[config.mk]
export PLATFORM = sky130hd
export DESIGN_NAME = dmaq_top
export DESIGN_NICKNAME = d
export VERILOG_FILES = /design/src/rtl/dmaq_pkg.sv /design/src/rtl/dmaq_decode.sv /design/src/rtl/dmaq_fifo.sv /design/src/rtl/dmaq_route.sv /design/src/rtl/dmaq_flags.sv /design/src/rtl/dmaq_top.sv
export SDC_FILE = /design/constraint.sdc
export NUM_CORES = 1
export LEC_CHECK = 0
export ABC_AREA = 0
export BUFFER_PORTS_ARGS = -buffer_cell sky130_fd_sc_hd__buf_2
export CORE_UTILIZATION = 28
export CTS_CLUSTER_SIZE = 14
export DETAILED_ROUTE_END_ITERATION = 8
export HOLD_SLACK_MARGIN = 0.02
export PLACE_DENSITY = 0.43
export SYNTH_ARGS = -nofsm -noshare
export SYNTH_HDL_FRONTEND = slang
export SYNTH_SLANG_ARGS = --single-unit
[constraint.sdc]
create_clock -name clk -period 8.6 [get_ports clk]
set_input_delay 1.72 -clock clk [delete_from_list [all_inputs] [get_ports clk]]
set_output_delay 1.72 -clock clk [all_outputs]
set_load 0.01 [all_outputs]
[src/rtl/dmaq_pkg.sv]
package dmaq_pkg;
   localparam int unsigned ID_W   = 2;
   localparam int unsigned MODE_W = 2;
   localparam int unsigned SIZE_W = 3;

   // mode code that selects the data-bus handshake protocol on channel 0
   localparam logic [MODE_W-1:0] MODE_HSK   = '0;
   // size codes not supported under the handshake protocol
   localparam logic [SIZE_W-1:0] SIZE_BAD_A = 3'b101;
   localparam logic [SIZE_W-1:0] SIZE_BAD_B = 3'b110;

   typedef struct packed {
      logic [ID_W-1:0]   chan;
      logic [MODE_W-1:0] mode;
      logic [SIZE_W-1:0] size;
   } dq_item_t;

   localparam int unsigned ITEM_W = $bits(dq_item_t);
endpackage

[src/rtl/dmaq_decode.sv]
module dmaq_decode
   import dmaq_pkg::*;
(
   input  logic [ID_W-1:0]   id,
   input  logic [MODE_W-1:0] mode,
   input  logic [SIZE_W-1:0] size,
   output logic              legal,
   output dq_item_t          item
);
   logic is_ch0;
   logic hsk_bad;

   always_comb begin
      is_ch0    = (id == '0);
      hsk_bad   = is_ch0 && (mode == MODE_HSK) &&
                  ((size == SIZE_BAD_A) || (size == SIZE_BAD_B));
      legal     = !hsk_bad;
      item.chan = id;
      // channels other than 0 carry no meaningful mode
      item.mode = is_ch0 ? mode : '0;
      item.size = size;
   end
endmodule

[src/rtl/dmaq_fifo.sv]
module dmaq_fifo #(
   parameter int unsigned W     = 7,
   parameter int unsigned DEPTH = 4,
   localparam int unsigned PW   = (DEPTH > 1) ? $clog2(DEPTH) : 1,
   localparam int unsigned CW   = $clog2(DEPTH + 1)
) (
   input  logic          clk,
   input  logic          rst_n,
   input  logic          push,
   input  logic          pop,
   input  logic [W-1:0]  din,
   output logic [W-1:0]  dout,
   output logic          empty,
   output logic          full,
   output logic [CW-1:0] count
);
   if (DEPTH < 1) begin : g_bad_depth
      $error("dmaq_fifo: DEPTH must be at least 1");
   end

   logic [W-1:0]  mem [DEPTH];
   logic [PW-1:0] wr_ptr, rd_ptr;

   function automatic logic [PW-1:0] nxt(input logic [PW-1:0] p);
      return (p == PW'(DEPTH - 1)) ? '0 : p + 1'b1;
   endfunction

   assign empty = (count == '0);
   assign full  = (count == CW'(DEPTH));
   assign dout  = mem[rd_ptr];

   always_ff @(posedge clk) begin
      if (push) mem[wr_ptr] <= din;
   end

   always_ff @(posedge clk) begin
      if (!rst_n) begin
         wr_ptr <= '0;
         rd_ptr <= '0;
         count  <= '0;
      end else begin
         if (push) wr_ptr <= nxt(wr_ptr);
         if (pop)  rd_ptr <= nxt(rd_ptr);
         case ({push, pop})
            2'b10:   count <= count + 1'b1;
            2'b01:   count <= count - 1'b1;
            default: count <= count;
         endcase
      end
   end
endmodule

[src/rtl/dmaq_route.sv]
module dmaq_route
   import dmaq_pkg::*;
#(
   parameter int unsigned NCH = 4
) (
   input  logic           head_valid,
   input  logic [ID_W-1:0] head_chan,
   input  logic [NCH-1:0] ready,
   output logic [NCH-1:0] valid,
   output logic           fire
);
   for (genvar c = 0; c < NCH; c++) begin : g_ch
      assign valid[c] = head_valid && (head_chan == ID_W'(c));
   end

   assign fire = |(valid & ready);
endmodule

[src/rtl/dmaq_flags.sv]
module dmaq_flags (
   input  logic clk,
   input  logic rst_n,
   input  logic clr,
   input  logic set_ovf,
   input  logic set_ill,
   output logic ovf,
   output logic ill
);
   always_ff @(posedge clk) begin
      if (!rst_n) begin
         ovf <= 1'b0;
         ill <= 1'b0;
      end else begin
         // a new event outranks a clear in the same cycle
         ovf <= set_ovf | (ovf & ~clr);
         ill <= set_ill | (ill & ~clr);
      end
   end
endmodule

[src/rtl/dmaq_top.sv]
module dmaq_top
   import dmaq_pkg::*;
#(
   parameter int unsigned DEPTH   = 4,
   parameter int unsigned NCH     = 4,
   parameter bit          ACK_REG = 1'b1,
   localparam int unsigned CW     = $clog2(DEPTH + 1)
) (
   input  logic              clk,
   input  logic              rst_n,
   input  logic              req_strobe,
   input  logic [ID_W-1:0]   req_id,
   input  logic [MODE_W-1:0] req_mode,
   input  logic [SIZE_W-1:0] req_size,
   input  logic              flag_clr,
   output logic [NCH-1:0]    disp_valid,
   input  logic [NCH-1:0]    disp_ready,
   output logic [MODE_W-1:0] disp_mode,
   output logic [SIZE_W-1:0] disp_size,
   output logic              ack_valid,
   output logic [ID_W-1:0]   ack_chan,
   output logic              ovf_flag,
   output logic              ill_flag
);
   if (NCH != (1 << ID_W)) begin : g_bad_nch
      $error("dmaq_top: NCH must equal the number of channel codes");
   end
   if (DEPTH < 1) begin : g_bad_depth
      $error("dmaq_top: DEPTH must be at least 1");
   end

   logic     legal;
   dq_item_t in_item;
   dq_item_t head;
   logic     q_empty, q_full;
   logic [CW-1:0] q_count;
   logic     fire;
   logic     push, drop, reject;

   dmaq_decode u_dec (
      .id    (req_id),
      .mode  (req_mode),
      .size  (req_size),
      .legal (legal),
      .item  (in_item)
   );

   // a slot freed by this cycle's dispatch is usable by this cycle's request
   assign push   = req_strobe && legal && (!q_full || fire);
   assign drop   = req_strobe && legal && q_full && !fire;
   assign reject = req_strobe && !legal;

   dmaq_fifo #(.W(ITEM_W), .DEPTH(DEPTH)) u_fifo (
      .clk   (clk),
      .rst_n (rst_n),
      .push  (push),
      .pop   (fire),
      .din   (in_item),
      .dout  (head),
      .empty (q_empty),
      .full  (q_full),
      .count (q_count)
   );

   dmaq_route #(.NCH(NCH)) u_route (
      .head_valid (!q_empty),
      .head_chan  (head.chan),
      .ready      (disp_ready),
      .valid      (disp_valid),
      .fire       (fire)
   );

   assign disp_mode = head.mode;
   assign disp_size = head.size;

   dmaq_flags u_flags (
      .clk     (clk),
      .rst_n   (rst_n),
      .clr     (flag_clr),
      .set_ovf (drop),
      .set_ill (reject),
      .ovf     (ovf_flag),
      .ill     (ill_flag)
   );

   if (ACK_REG) begin : g_ack_reg
      always_ff @(posedge clk) begin
         if (!rst_n) begin
            ack_valid <= 1'b0;
            ack_chan  <= '0;
         end else begin
            ack_valid <= fire;
            if (fire) ack_chan <= head.chan;
         end
      end
   end else begin : g_ack_comb
      assign ack_valid = fire;
      assign ack_chan  = head.chan;
   end
endmodule

# --- Yosys cells after proc, flatten, opt, wreduce, memory -nomap -nowiden ---
# Memory sizes are Yosys's and may differ from the RTL's. A register that Yosys moved wholly into a read port is not among the register bits.
# Index checks and enable logic that the tools add are counted.
word_totals:
  in_bits: 15
  register_bits: 12
  mem_bits_rw: 28
  n_memories: 1
  output_inout_bits: 14
  elab_cells: 59
mem_list:
  columns: ["memory", "depth", "word_bits", "rd", "rd_clocked_by_memory_dff", "write_ports", "line", "text"]
  rows:
  - ["u_fifo.mem", 4, 7, 1, 1, 1, "dmaq_fifo.sv:21", "logic [W-1:0] mem [DEPTH];"]
op_classes:
  add_sub_neg: 4
  n_mux: 8
  n_eq_ne: 10
  bitwise_logic: 6
  n_reduce_logical: 23
op_table:
  columns: ["cell", "count"]
  rows:
  - ["1-bit logical AND", 11]
  - ["2-bit equality test (second input constant)", 5]
  - ["2-bit 2-to-1 mux", 5]
  - ["3-bit equality test (second input constant)", 3]
  - ["2-bit logical NOT", 3]
  - ["3-bit case mux with 2 select lines", 1]
  - ["2-bit by 1-bit adder with 2-bit output (second input constant)", 2]
  - ["4-bit bitwise AND", 1]
  - ["2-bit by 1-bit equality test with 1-bit output (second input constant)", 2]
  - ["1-bit logical NOT", 4]
  - ["4-bit OR reduction", 1]
  - ["3-bit by 1-bit adder with 3-bit output (second input constant)", 1]
  - ["3-bit logical NOT", 1]
  - ["3-bit by 1-bit subtractor with 3-bit output (second input constant)", 1]
  - ["1-bit bitwise AND", 2]
  - ["1-bit logical OR", 2]
  - ["1-bit 2-to-1 mux", 2]
  - ["1-bit bitwise OR", 2]
  - ["2-bit nonzero test", 1]
  - ["1-bit NOT", 1]

# --- Logic depth before layout (Yosys ltp) ---
depth:
  ltp_word: 9
  mapped_depth: 13
  mapped_depth_nobuf: 11

# --- Hierarchy ---
# Synthesis repeated with hierarchy kept, for this count alone.
hier_totals:
  cells_unflattened: 125
  hier_area_um2: 1804.2
modules_own_cells:
  columns: ["mod", "instances", "area_each_um2", "cells_each", "seq_area_each_um2"]
  rows:
  - ["dmaq_fifo", 1, 1475.2, 84, 1021.0]
  - ["dmaq_top", 1, 130.1, 14, 60.1]
  - ["dmaq_decode", 1, 75.1, 11, 0.0]
  - ["dmaq_flags", 1, 67.6, 6, 40.0]
  - ["dmaq_route", 1, 56.3, 10, 0.0]

# --- Worst setup path after synthesis ---
# Ideal clock, no wire load.
synth_timing:
  path_type: "input port to flip-flop"
  from: "input port req_size[1]"
  to: "register u_fifo.count[2]"
  required_ns: 8.524
  path_stages: 12
  path_buffers: 1
  setup_slack_ns: 4.941
  t_arrival_ns: 3.584
  setup_time_ns: 0.076
  cell_sequence: "xor2_1 > nand4_1 > and2_1 > and3_1 > buf_6 > inv_1 > ha_1 > inv_1 > fa_1 > xor2_1 > or3_1 > a21boi_0"
synth_between:
  elab_chain_cells: 8
  elab_cells_between_ends: 11
  cone_classes: "eq/ne (4); mux (1); reduce/logical (6)"
synth_lines:
  columns: ["element", "line", "text"]
  rows:
  - ["from (decl)", "dmaq_top.sv:14", "input logic [SIZE_W-1:0] req_size,"]
  - ["3-bit equality test", "dmaq_decode.sv:16", "((size == SIZE_BAD_A) || (size == SIZE_BAD_B));"]
  - ["1-bit logical OR (*)", "dmaq_decode.sv:16", null]
  - ["1-bit logical AND (*)", "dmaq_decode.sv:15", "hsk_bad = is_ch0 && (mode == MODE_HSK) &&"]
  - ["1-bit logical NOT (*)", "dmaq_decode.sv:17", "legal = !hsk_bad;"]
  - ["1-bit logical AND (*) (2 in a row)", "dmaq_top.sv:49", "assign push = req_strobe && legal && (!q_full || fire);"]
  - ["2-bit by 1-bit equality test with 1-bit output / 2-bit equality test (equally long branches)", "dmaq_fifo.sv:44", "case ({push, pop})"]
  - ["3-bit case mux with 2 select lines / 2-bit nonzero test (equally long branches)", null, null]
  - ["to (signal assigned)", "dmaq_fifo.sv:45", "2'b10: count <= count + 1'b1;"]
  - ["to (signal assigned)", "dmaq_fifo.sv:46", "2'b01: count <= count - 1'b1;"]
  - ["to (signal assigned)", "dmaq_fifo.sv:47", "default: count <= count;"]
  - ["to (decl)", "dmaq_fifo.sv:15", "output logic [CW-1:0] count"]
# Mark *: on every way between the ends. The rest lies on a longest branch, timed or not.
# A chain may end at the register's enable or synchronous reset.

# --- Worst setup path after layout ---
layout_timing:
  from: "input port req_size[0]"
  to: "register u_fifo.count[2]"
# Same word-level chain as after synthesis.

==> reports/qor.yml <==
sta:
  finClkSkew_ps: 6.08
  slew_viol_final: 0
  grt_setup_unrepaired: "no"
  worstMarginPinSlew_ps: 455
  finalCriticalPeriod_ps: 3710
  fin_crit_sh_pct: 43.1
  fin_ws_ps: 4890
  finalSetupViolCount: 0
  max_freq_mhz: 270
  slew_headroom_pct: 69.6
  hold_viol: 0
  setup_tns_ps: 0
die:
  start_util_pct: 29.4
  die_x_um: 84.3
  ioPinCount: 29
  num_rows: 29
  core-area_mm2: 0.00646
  dieArea_mm2: 0.00711
  fp.dieH_um: 84.3
power:
  powerDensity_mw_per_mm2: 246
  peakVddDrop_v: 0.0000614
  p_leak_nw: 0.822
clock_tree:
  h-tree-depth: 2
  holdBufCountCts: 0
  cts_setup_buffers: 0
  clk_pin_slew_ps: 70
  root_buffer: "clkbuf_8"
  clock_latency_ps: 290
  cts.repair.resized: 0
  cts_tree: "yes"
  clockBufferDepth: 2
  cts.sinks: 42
  cts-buffers-inserted: 5
layout:
  instances_no_fill: 241
  nFillCells: 654
  drive_gt1_share_pct: 26.8
  syn2layout_area_growth_pct: 12.9
  finish.utilization_pct: 33.1
  n_antenna_cell: 0
  final_nets: 185
placement:
  dp_cells: 233
  hpwl_mm: 2.58
  io_buffers: 28
  gp_congestion: 0.738
  dp_slack_ps: 4530
synth:
  synth_top_cell_area_share_pct: 44.3
  yosys.area.top_type: "edfxtp_1"
  yosysWarnings: 0
  avgSynthCellArea_um2: 13.7
  synth_cell_types: 31
  synth_area_leaders: "edfxtp_1 44%, dfxtp_1 15%, mux4_1 6.9%"
  yosys_register_bits: 42
  mappedNetlistArea_mm2: 0.00190
  yosysSeqAreaShare_pct: 59.1
  synthCells: 138
  synthesis.nets: 160
global_route:
  grt_usage_pct: 10.7
  grt_max_degree: 19
  grt_pass1_wl_mm: 5.60
  antenna_found_initial: 0
  gr-usage-met1_pct: 11.6
  overflow: 0
  grt_most_used_layer: "met2"
  use_met2_pct: 18.7
  grt_pass1_vias: 1175
  met3_usage_pct: 3.34
setup_path:
  startpoint_type: "input pin"
  reg2reg_depth: 11
  worstPathArrival_ps: 3920
  required_ps: 8810
  cp-end-kind: "register"
  r2r-end: "u_fifo.count[2]$_SDFFE_PN0P_"
  cp_max_fo: 7
  critical_path_class: "in2reg"
  r2r_slack_ps: 5280
min_path:
  hold_depth: 2
  hold_class: "reg2reg"
  hold_path_end: "ack_chan[0]$_SDFFE_PN0P_"
  min_from: "ack_chan[0]$_SDFFE_PN0P_"
route:
  vias: 1084
  routedWlPerCell_um: 14.5
  routed_wl_mm: 3.49
  drc_errors: 0
  antenna_left: 0
  viasPerCell: 4.50
  drtPass1Iterations: 4
  drt-initial-drc-count: 30
run:
  cap_violations: 0
run_status:
  status: "finished clean"
## critical path, cell delays in order
cell and delay, ps:
buf_2 130, xor2_1 190, nand4_1 150, and2_1 190, and3_1 220, inv_1 80, ha_1 170, inv_1 60
fa_1 370, xor2_1 160, or3_1 310, a21boi_0 170
## sequential cells by signal, summed over array words and instances, names as in the netlist, named ones only
name and cells:
u_flags.ovf 1, u_fifo.mem 28, u_fifo.wr_ptr 2, u_flags.ill 1, u_fifo.count 3, u_fifo.rd_ptr 2
ack_valid 1, ack_chan 2
## cells by family (layout without fill, tap and decap cells)
family,count (synthesis),after routing,synth area share (%)
AND/OR/NAND/NOR,45,45,12.5
flip-flops,42,42,59.1
buffers and inverters,18,44,5.54
multiplexers,13,13,12.5
AO/OA/AOI/OAI,10,10,3.96
adder cells (fa/ha/maj),7,7,5.01
XOR/XNOR,3,3,1.39
## per-layer routing
metal  vias up  wire (um)
met4         0         70
met2        12       1790
met5         -          0
li1        542          -
met3         6         89
met1       524       1540
## through the flow
stage / instance area, um2 / hold slack (ps) / total power, mW
2_1_floorplan: 1900 / 468 / 0.378
3_3_place_gp: 2060 / 446 / 0.410
3_5_place_dp: 2060 / 460 / 0.415
4_1_cts: 2140 / 471 / 0.537
5_1_grt: 2140 / 507 / 0.563
6_report: 2140 / 467 / 0.526
## worst max-delay path by stage
| stage | startpoint | endpoint | slack, ps |
|---|---|---|---|
| after floorplan | req_size[1] | u_fifo.count[2]$_SDFFE_PN0P_ | 4940 |
| after global placement | req_size[0] | u_fifo.count[2]$_SDFFE_PN0P_ | 4650 |
| after detailed placement | req_size[0] | u_fifo.count[2]$_SDFFE_PN0P_ | 4530 |
| after CTS | register | disp_valid[2] | 4860 |
| after global routing | req_size[1] | u_fifo.count[2]$_SDFFE_PN0P_ | 4730 |
| final | req_size[0] | u_fifo.count[2]$_SDFFE_PN0P_ | 4890 |
## cell usage in the layout, fill, tap and decap left out, drive strengths merged
| master | count |
|---|---|
| xnor2 | 1 |
| clkinv | 2 |
| and2 | 11 |
| nor3b | 1 |
| nand3 | 4 |
| or2 | 1 |
| o21ai | 6 |
| mux2i | 6 |
| nor3 | 2 |
| a21boi | 1 |
| xor2 | 2 |
| edfxtp | 28 |
| buf | 28 |
| nand2 | 11 |
| inv | 8 |
| ha | 6 |
| and3 | 3 |
| or3 | 2 |
| mux4 | 7 |
| clkbuf | 6 |
| o221a | 1 |
| nor2 | 7 |
| fa | 1 |
| nand3b | 2 |
| dfxtp | 14 |
| o22ai | 2 |
| nand4 | 1 |
## where the power goes
group          switching, mW  internal (mW)
Combinational         0.0809         0.0666
Sequential            0.0176          0.242
Clock                 0.0631         0.0562
## final cells by class
cell class / count / area, um2 / area share [%]
clock buffer: 6 / 72.6 / 3.39
clock inverter: 2 / 10.0 / 0.468
inverter: 8 / 30.0 / 1.40
multi-input combinational: 78 / 671 / 31.3
sequential: 42 / 1120 / 52.4
tap: 77 / 96.3 / 4.50
timing repair buffer: 28 / 140 / 6.55
## cell usage after synthesis
library cell,instances
clkbuf_1,2
nand3b_1,2
xor2_1,2
nand4_1,1
xnor2_1,1
nor3b_1,1
edfxtp_1,28
o22ai_4,1
buf_6,2
nor3_1,2
or3_1,2
o22ai_1,1
and3_1,2
o221a_2,1
and3_2,1
ha_1,6
fa_1,1
inv_1,8
and2_1,8
dfxtp_1,14
mux2i_1,6
nand3_1,4
o21ai_0,6
a21boi_0,1
and2_2,3
nand2_1,11
mux4_1,5
nor2_1,7
or2_2,1
mux4_2,2
buf_4,6
Note: power is estimated with default switching activity, not from simulation.
